**config.mk**
```make
export PLATFORM = sky130hd
export DESIGN_NAME = i2c_stat_reg
export DESIGN_NICKNAME = d
export VERILOG_FILES = /design/src/rtl/i2c_stat_pkg.sv /design/src/rtl/i2c_stat_sticky.sv /design/src/rtl/i2c_stat_occ.sv /design/src/rtl/i2c_stat_sleep.sv /design/src/rtl/i2c_stat_reg.sv
export SDC_FILE = /design/constraint.sdc
export NUM_CORES = 1
export LEC_CHECK = 0
export BUFFER_PORTS_ARGS = -buffer_cell sky130_fd_sc_hd__clkbuf_2
export CORE_AREA = 2 2 39 41
export CTS_BUF_LIST = sky130_fd_sc_hd__clkbuf_8
export CTS_CLUSTER_DIAMETER = 60
export DETAILED_ROUTE_END_ITERATION = 7
export DIE_AREA = 0 0 41 43
export GPL_ROUTABILITY_DRIVEN = 0
export PLACE_DENSITY_LB_ADDON = 0.12
export RECOVER_POWER = 50
export SKIP_LAST_GASP = 1
export SYNTH_ARGS = -nofsm -noshare
export SYNTH_HDL_FRONTEND = slang
export SYNTH_HIERARCHICAL = 1
export SYNTH_SLANG_ARGS = --single-unit
export TNS_END_PERCENT = 50
```
**constraint.sdc**
```tcl
create_clock -name clk -period 2 [get_ports clk]
set_input_delay 0.2 -clock clk [delete_from_list [all_inputs] [get_ports clk]]
set_output_delay 0.2 -clock clk [all_outputs]
set_load 0.005 [all_outputs]
```
**src/rtl/i2c_stat_pkg.sv**
```systemverilog
package i2c_stat_pkg;
   // bit positions of the status byte
   localparam int unsigned SB_SLV   = 0;
   localparam int unsigned SB_SLEEP = 1;
   localparam int unsigned SB_HAS   = 2;
   localparam int unsigned SB_FULL  = 3;
   localparam int unsigned SB_STOP  = 4;
   localparam int unsigned SB_PEND  = 5;
   localparam int unsigned SB_ERR   = 6;
   localparam int unsigned SB_BUSY  = 7;
   localparam int unsigned STAT_W   = 8;

   // sticky fault flags held in one bank
   localparam int unsigned NSTICKY  = 2;
   localparam int unsigned SK_STOP  = 0;
   localparam int unsigned SK_ERR   = 1;

   typedef struct packed {
      logic busy;
      logic err;
      logic pend;
      logic stop;
      logic full;
      logic has;
      logic sleep;
      logic slv;
   } stat_t;
endpackage

```
**src/rtl/i2c_stat_sticky.sv**
```systemverilog
module i2c_stat_sticky #(
   parameter int unsigned N = 2
) (
   input  logic         clk,
   input  logic         rst_n,
   input  logic [N-1:0] set,
   input  logic [N-1:0] clr,
   output logic [N-1:0] q
);
   if (N < 1) begin : g_bad_n
      $error("i2c_stat_sticky: N must be at least 1");
   end

   for (genvar i = 0; i < N; i++) begin : g_bit
      always_ff @(posedge clk) begin
         if (!rst_n)        q[i] <= 1'b0;
         else if (set[i])   q[i] <= 1'b1;   // hardware set has priority
         else if (clr[i])   q[i] <= 1'b0;
      end
   end
endmodule

```
**src/rtl/i2c_stat_occ.sv**
```systemverilog
module i2c_stat_occ #(
   parameter int unsigned BYTE_LAT = 2,
   parameter int unsigned WIDE_LAT = 3
) (
   input  logic       clk,
   input  logic       rst_n,
   input  logic       acc,
   input  logic       wide,
   input  logic [1:0] live,
   output logic [1:0] occ
);
   localparam int unsigned MAXL = (WIDE_LAT > BYTE_LAT) ? WIDE_LAT : BYTE_LAT;
   localparam int unsigned CW   = $clog2(MAXL + 1);
   localparam logic [CW-1:0] BY_LD = CW'(BYTE_LAT - 1);
   localparam logic [CW-1:0] WD_LD = CW'(WIDE_LAT - 1);
   localparam logic [CW-1:0] ONE   = CW'(1);

   if (BYTE_LAT < 1 || WIDE_LAT < 1) begin : g_bad_lat
      $error("i2c_stat_occ: latencies must be at least 1");
   end

   logic [CW-1:0] dly;
   logic [CW-1:0] ld_v;

   assign ld_v = wide ? WD_LD : BY_LD;

   always_ff @(posedge clk) begin
      if (!rst_n) begin
         dly <= '0;
         occ <= 2'b00;
      end else if (acc) begin
         if (ld_v == '0) begin
            dly <= '0;
            occ <= live;
         end else begin
            dly <= ld_v;
         end
      end else if (dly != '0) begin
         dly <= dly - ONE;
         if (dly == ONE) occ <= live;
      end else begin
         occ <= live;
      end
   end
endmodule

```
**src/rtl/i2c_stat_sleep.sv**
```systemverilog
module i2c_stat_sleep (
   input  logic clk,
   input  logic rst_n,
   input  logic init,
   input  logic asleep,
   input  logic start_det,
   input  logic sw_clr,
   output logic req
);
   logic init_q;
   logic rise;

   assign rise = init & ~init_q;

   always_ff @(posedge clk) begin
      if (!rst_n) begin
         init_q <= 1'b0;
         req    <= 1'b0;
      end else begin
         init_q <= init;
         if (rise)                                 req <= 1'b1;
         else if ((asleep & start_det) | ~init | sw_clr) req <= 1'b0;
      end
   end
endmodule

```
**src/rtl/i2c_stat_reg.sv**
```systemverilog
module i2c_stat_reg #(
   parameter int unsigned SLV_W    = 8,
   parameter int unsigned SLV_SUM  = 4,
   parameter int unsigned BYTE_LAT = 2,
   parameter int unsigned WIDE_LAT = 3
) (
   input  logic             clk,
   input  logic             rst_n,
   input  logic             reg_wr,
   input  logic [7:0]       reg_wdata,
   output logic [7:0]       rd_data,
   input  logic             xfer_pend,
   input  logic             bus_busy,
   input  logic             err_evt,
   input  logic             err_stop_evt,
   input  logic             buf_acc,
   input  logic             buf_wide,
   input  logic             buf_has_data,
   input  logic             buf_full,
   input  logic             sleep_init,
   input  logic             asleep,
   input  logic             start_det,
   input  logic [SLV_W-1:0] slv_stat
);
   import i2c_stat_pkg::*;

   if (SLV_SUM < 1 || SLV_SUM > SLV_W) begin : g_bad_sum
      $error("i2c_stat_reg: SLV_SUM must lie in 1..SLV_W");
   end

   logic [NSTICKY-1:0] sk_set, sk_clr, sk_q;
   logic [1:0]         occ;
   logic               sleep_q;
   logic               wr_awake;
   logic               slv_any;
   stat_t              st;

   assign wr_awake = reg_wr & ~asleep;

   assign sk_set[SK_STOP] = err_stop_evt;
   assign sk_set[SK_ERR]  = err_evt | err_stop_evt;
   assign sk_clr[SK_STOP] = wr_awake & reg_wdata[SB_STOP];
   assign sk_clr[SK_ERR]  = wr_awake & reg_wdata[SB_ERR];

   i2c_stat_sticky #(.N(NSTICKY)) u_sticky (
      .clk   (clk),
      .rst_n (rst_n),
      .set   (sk_set),
      .clr   (sk_clr),
      .q     (sk_q)
   );

   i2c_stat_occ #(.BYTE_LAT(BYTE_LAT), .WIDE_LAT(WIDE_LAT)) u_occ (
      .clk   (clk),
      .rst_n (rst_n),
      .acc   (buf_acc),
      .wide  (buf_wide),
      .live  ({buf_full, buf_has_data}),
      .occ   (occ)
   );

   i2c_stat_sleep u_sleep (
      .clk       (clk),
      .rst_n     (rst_n),
      .init      (sleep_init),
      .asleep    (asleep),
      .start_det (start_det),
      .sw_clr    (reg_wr & reg_wdata[SB_SLEEP]),
      .req       (sleep_q)
   );

   if (SLV_SUM == 1) begin : g_sum_one
      assign slv_any = slv_stat[0];
   end else begin : g_sum_many
      assign slv_any = |slv_stat[SLV_SUM-1:0];
   end

   always_comb begin
      st       = '0;
      st.slv   = slv_any;
      st.sleep = sleep_q;
      st.has   = occ[0];
      st.full  = occ[1];
      st.stop  = sk_q[SK_STOP];
      st.pend  = xfer_pend;
      st.err   = sk_q[SK_ERR];
      st.busy  = bus_busy;
   end

   assign rd_data = st;
endmodule

```
==> results of run 1 <==
==> synthesized netlist by cell type (all sizes together) (2+ instances only) <==
master  number
buf          4
ha           2
nor2b        3
dfxtp        8
and3b        2
nand2        5
o21a         2
and2         2
mux2i        2
nand3b       2
inv          2
==> registers in the layout, indices dropped and copies added (netlist names) <==
name / cells
u_sleep/req: 1
u_occ/occ: 2
u_sleep/init_q: 1
u_sticky/q: 2
u_occ/dly: 2
==> kinds of logic (layout without fill, tap and decap cells) <==
logic type	after synthesis	in the layout	share of synthesized area, %
and+or+nand+nor	19	19	30.60
DFF	8	8	36.26
AOI/OAI and AO/OA	6	6	12.46
buffers and inverters	6	29	8.499
adders and majority gates	2	2	5.665
muxes	2	2	4.533
xor gates and xnor gates	1	1	1.983
==> worst register-to-register path: stages (launching register included) <==
cell and delay [ns]:
dfxtp_1 0.36, inv_1 0.06, ha_1 0.24, o21bai_2 0.22
mux2i_1 0.19
==> routing by layer <==
metal	up-vias	routed length, µm
li1	189	-
met1	148	336
met2	19	359
met3	0	101
met4	0	0
met5	-	0
==> through the flow <==
step	power, mW	std cells	cell area (µm²)	hold slack [ns]
floorplan	0.2395	44	441.7	0.3175
global placement	0.2682	80	551.8	0.3964
finish	0.4542	83	574.3	0.1939
detailed placement	0.2696	80	551.8	0.4001
CTS	0.4680	83	593.1	0.1935
global route	0.4861	83	574.3	0.2098
==> layout make-up <==
type                            count  share of cell area, %
Inverter                            2                  1.307
Timing Repair Buffer               24                  20.70
Sequential cell                     8                  27.89
Clock buffer                        3                  7.190
Multi-Input combinational cell     30                  39.43
Tap cell                           16                  3.486
==> final timing paths <==
kind | startpoint | endpoint | slack [ns] | depth (start not counted)
worst min-delay path | err_stop_evt | u_sticky/q[0] | 0.19 | 2
worst min register to register | u_sleep/init_q | u_sleep/req | 0.41 | 1
worst max-delay path | u_occ/dly[0] | u_occ/occ[0] | 0.86 | 4
worst max register to register | u_occ/dly[0] | u_occ/occ[0] | 0.86 | 4
==> power groups by stage <==
stage	sequential (mW)	clock (mW)	combinational [mW]
finish	0.181	0.193	0.0800
global route	0.183	0.212	0.0914
CTS	0.181	0.201	0.0861
detailed placement	0.184	0	0.0857
global placement	0.183	0	0.0847
floorplan	0.184	0	0.0556
==> metrics.md, run 1 <==
| Metric | Value |
|---|---|
| Starting DRC count in detailed routing | `0` |
| Post-CTS Hold Buffers | `0` |
| Leak pwr | `0.2923 nW` |
| Die W | `41 µm` |
| Residual DRC count | `0` |
| Fin. Hold Viols | `0` |
| Sequential cell area | `160.2 µm²` |
| Total Wirelength | `797 µm` |
| Area Overhead vs Synth | `30.03%` |
| Number of enable flip-flop cells after synthesis | `0` |
| Largest net degree at the start of global routing | `11` |
| Sequential cell area fraction in the yosys report | `36.26%` |
| Unrepaired setup endpoints after global routing | `no` |
| Worst-path maximum fanout | `4` |
| Syn Inst Count | `44` |
| #FFs+latches synth | `8` |
| Area leader, netlist | `dfxtp_1` |
| Die area | `1763 µm²` |
| Port Buffers | `24` |
| Slowest-stage cell, CP | `dfxtp_1` |
| Ant. Diodes | `0` |
| Via density | `4.289` |
| Relative slew slack | `71.31%` |
| Cell variety after synth | `23` |
| Row count | `14` |
| Clock Power Share | `42.6%` |
| Initial Util | `31.92%` |
| Total Routing Usage GR | `10.26%` |
| Internal power | `349.6 µW` |
| Seq pwr share | `39.8%` |
| Minimum clock period | `1.145 ns` |
| Main synth FF type | `dfxtp_1` |
| Net Sw Power | `104.6 µW` |
| Worst-skew pair later-pin latency | `0.23 ns` |
| Clock skew | `0.001702 ns` |
| Nets | `101` |
| F_max | `0.8737 GHz` |
| Slew @ Worst Pin | `0.4304 ns` |
| Cell class contributing the biggest share of worst-path delay | `flip-flops` |
| Max-Cap Viols | `0` |
| TritonCTS buffer count | `3` |
| Crit path kind | `flop to flop` |
| Async SR Flop Fraction | `0%` |
| Met2 usage | `15.00%` |
| Met1 Track Usage GR | `11.33%` |
| Period Utilization, post-route | `57.23%` |
| Io pins | `38` |
| CP Cell Sequence | `inv_1 > ha_1 > o21bai_2 > mux2i_1` |
| Delay of the slowest critical-path stage | `0.36 ns` |
| Die height | `43 µm` |
| Hold Crit Class | `primary input to flop` |
| Final worst-path setup slack | `0.8555 ns` |
| Clk slew on worst S/H paths | `0.04 ns` |
| DR pass1 iterations | `1` |
| YS warnings | `6` |
| Setup TNS | `0 ns` |
| Outcome | `finished clean` |
| Setup-failing EPs final | `0` |
| CP arrival | `1.30 ns` |
| Top cell type's share of synthesized area | `36.26%` |
| Worst Path Required | `2.16 ns` |
| CTS root buffer | `clkbuf_8` |
| P per Cell Area | `790.9 nW/µm²` |
| Post-cts sizing count | `0` |
| Comb power frac | `17.6%` |
| Multi-input gate area | `226.5 µm²` |
| Post-synthesis net count | `76` |
| Sink Count | `8` |
| Vias in the first global route | `309` |
| Peak VDD IR | `0.0003661 V` |
| H-tree depth | `1` |
| Syn Area/Cell | `10.04 µm²` |
| CP bufs+invs | `1` |
| Core area | `1384 µm²` |
| Mapped Area | `441.7 µm²` |
| Routed Antenna Nets | `0` |
| Dpl ws | `0.8760 ns` |
| DPL Wire Length | `655.9 µm` |
| Layout cells sized above 1 | `46.27%` |
| Wire per inst | `9.602 µm` |
| Post-layout util | `41.50%` |
| Initial antenna violation count | `0` |
| CP Capture Type | `flop` |
| Clk buf depth | `2` |
| First-pass GRT wire length | `1159 µm` |
| Sw Ratio | `23.03%` |
| Worst setup SP type | `flop` |
| Layer with the highest usage | `met2` |
| CTS tree | `done` |
| Commonest non-fill, non-tap cells in the layout | `23 x clkbuf_2, 8 x dfxtp_1, 5 x nand2_1` |
| Met3 Resource Use GR | `3.665%` |
| Max Slew Vio Count | `0` |
| Remaining Overflow, GRT | `0` |
| Top cells by area, synth | `dfxtp_1 36%, buf_4 6.8%, nor2b_4 6.2%` |
| Most common cell after layout, fill and taps aside | `clkbuf_2` |
| Via count | `356` |
| Fillers | `162` |
| Post-CTS setup repair buffer count | `0` |
(Power assumes the default switching activity.)
==> run 2: changes to the inputs <==
Settings changed: CORE_AREA 2 2 39 41 to default, CORE_MARGIN from default to 1.5, CORE_UTILIZATION from default to 34, DIE_AREA 0 0 41 43 to default.
Clock period 2 ns to 0.95 ns, I/O delays scaled along.
==> run 2 against run 1 <==
Compared with the run above:
- the run now ends with negative setup slack left
- die area down 14%
- first-iteration DRC count grew 5
- design area is 7.4% higher
- flip-flop and latch count is the same
- largest cell class unchanged
- sequential share of layout area decreased by 1.7 points
- worst setup slack worse by 0.91 ns
- total power is 120% higher
- hold slack lost 0.10 ns
- core utilization up 12 points
- critical endpoint is now u_occ/dly[1]
==> metrics.md, run 2 (same netlist as run 1, synthesis figures left out) <==
| Metric | Value |
|---|---|
| Outcome | `finished with violations` |
| Failing checks | `negative setup slack` |
| Leak pwr | `0.3092 nW` |
| P per Cell Area | `1624 nW/µm²` |
| Seq pwr share | `38.3%` |
| CTS tree | `done` |
| Worst setup SP type | `flop` |
| Via count | `368` |
| Final worst-path setup slack | `-0.05619 ns` |
| CP arrival | `1.15 ns` |
| Commonest non-fill, non-tap cells in the layout | `24 x clkbuf_2, 7 x dfxtp_1, 5 x nand2_1` |
| Setup-failing EPs final | `3` |
| Area Overhead vs Synth | `39.66%` |
| Relative slew slack | `86.62%` |
| Row count | `12` |
| Max-Cap Viols | `0` |
| Period Utilization, post-route | `105.9%` |
| Ant. Diodes | `0` |
| Vias in the first global route | `329` |
| Worst-path maximum fanout | `3` |
| CP Cell Sequence | `inv_2 > ha_4 > and2b_1 > o31ai_2` |
| Sw Ratio | `23.53%` |
| Via density | `4.488` |
| Initial Util | `38.20%` |
| Residual DRC count | `0` |
| Met3 Resource Use GR | `5.202%` |
| Die height | `39.04 µm` |
| Remaining Overflow, GRT | `0` |
| Clock Power Share | `40.9%` |
| Delay of the slowest critical-path stage | `0.34 ns` |
| Routed Antenna Nets | `0` |
| Max Slew Vio Count | `0` |
| Final hold slack | `0.09321 ns` |
| Worst Path Required | `1.09 ns` |
| Biggest regs | `u_occ/dly x2, u_occ/occ x2, u_sticky/q x2` |
| Layout cells sized above 1 | `60.29%` |
| Most common cell after layout, fill and taps aside | `clkbuf_2` |
| Net Sw Power | `235.7 µW` |
| TritonCTS buffer count | `3` |
| Nets | `102` |
| Die W | `39.04 µm` |
| Unrepaired setup endpoints after global routing | `yes` |
| Hold Crit Class | `primary input to flop` |
| Starting DRC count in detailed routing | `5` |
| H-tree depth | `1` |
| Fillers | `117` |
| Total Routing Usage GR | `12.92%` |
| Minimum clock period | `1.006 ns` |
| Worst-skew pair later-pin latency | `0.22 ns` |
| Clock skew | `0.0003472 ns` |
| Die area | `1524 µm²` |
| Multi-input gate area | `261.5 µm²` |
| Total power | `1.002 mW` |
| Port Buffers | `24` |
| Io pins | `38` |
| Layer with the highest usage | `met2` |
| Crit path kind | `flop to flop` |
| Total Wirelength | `737 µm` |
| Fin. Hold Viols | `0` |
| Sink Count | `8` |
| Largest net degree at the start of global routing | `11` |
| Core area | `1156 µm²` |
| Clk buf depth | `2` |
| Met2 usage | `19.58%` |
| DR pass1 iterations | `4` |
| Met1 Track Usage GR | `15.68%` |
| Wire per inst | `8.988 µm` |
| DPL Wire Length | `626.6 µm` |
| Clk slew on worst S/H paths | `0.04 ns` |
| F_max | `0.9938 GHz` |
| CP Capture Type | `flop` |
| Sequential cell area | `161.4 µm²` |
| Slowest-stage cell, CP | `dfxtp_2` |
| First-pass GRT wire length | `1276 µm` |
| Comb power frac | `20.8%` |
| Peak VDD IR | `0.001021 V` |
| Slew @ Worst Pin | `0.2007 ns` |
| Initial antenna violation count | `0` |
| Post-CTS Hold Buffers | `0` |
| CTS root buffer | `clkbuf_8` |
| Internal power | `766.0 µW` |
-- run 2: worst max-delay path: cells and delay by family, from the launching register on --
kind | cells | cell delay (ns)
buf+inv | 1 | 0.05
fa+ha+maj | 1 | 0.22
compound gates | 1 | 0.16
simple gates | 1 | 0.16
flops | 1 | 0.34
-- run 2: cell type report --
| cell class | count | area share [%] |
|---|---|---|
| repair buffers | 25 | 20.69 |
| inverters | 2 | 1.217 |
| flip-flops and latches | 8 | 26.17 |
| well taps | 14 | 2.840 |
| clock buffers | 3 | 6.694 |
| multi-input cells | 30 | 42.39 |
-- run 2: worst paths after layout --
path,start,to,slack (ns),depth (start not counted)
worst max-delay path,u_occ/dly[0],u_occ/dly[1],-0.06,4
worst min-delay path,sleep_init,u_sleep/init_q,0.09,2
worst max register to register,u_occ/dly[0],u_occ/dly[1],-0.06,4
worst min register to register,u_sleep/init_q,u_sleep/req,0.41,1
-- run 2: per-stage QoR --
| stage | util [%] | setup TNS (ns) | cells | worst slack [ns] | cell area [µm²] |
|---|---|---|---|---|---|
| 2_1_floorplan | - | -0.04776 | 44 | -0.04489 | 452.9 |
| 3_3_place_gp | 49.13 | -0.2380 | 79 | -0.09032 | 568.0 |
| 3_5_place_dp | 49.13 | -0.2232 | 79 | -0.09513 | 568.0 |
| 4_1_cts | 53.79 | -0.1560 | 82 | -0.05942 | 621.8 |
| 5_1_grt | 53.36 | -0.3736 | 82 | -0.1228 | 616.8 |
| 6_report | 53.36 | -0.1315 | 82 | -0.05619 | 616.8 |
-- run 2: power by group through the flow --
stage / Sequential [mW] / Clock, mW / Combinational [mW]
floorplan: 0.388 / 0 / 0.129
global placement: 0.388 / 0 / 0.196
detailed placement: 0.388 / 0 / 0.199
global route: 0.388 / 0.461 / 0.237
finish: 0.383 / 0.410 / 0.209
CTS: 0.384 / 0.424 / 0.216
-- run 2: per-layer routing --
metal	vias up	share of wire (%)
met4	0	0
met2	14	47
met1	161	46
met5	-	0
met3	0	6.8
li1	193	-
-- run 2: repair_timing --
item	in CTS	in global routing
setup endpoints to repair	4	4
resized for setup	4	0
buffers inserted	0	0
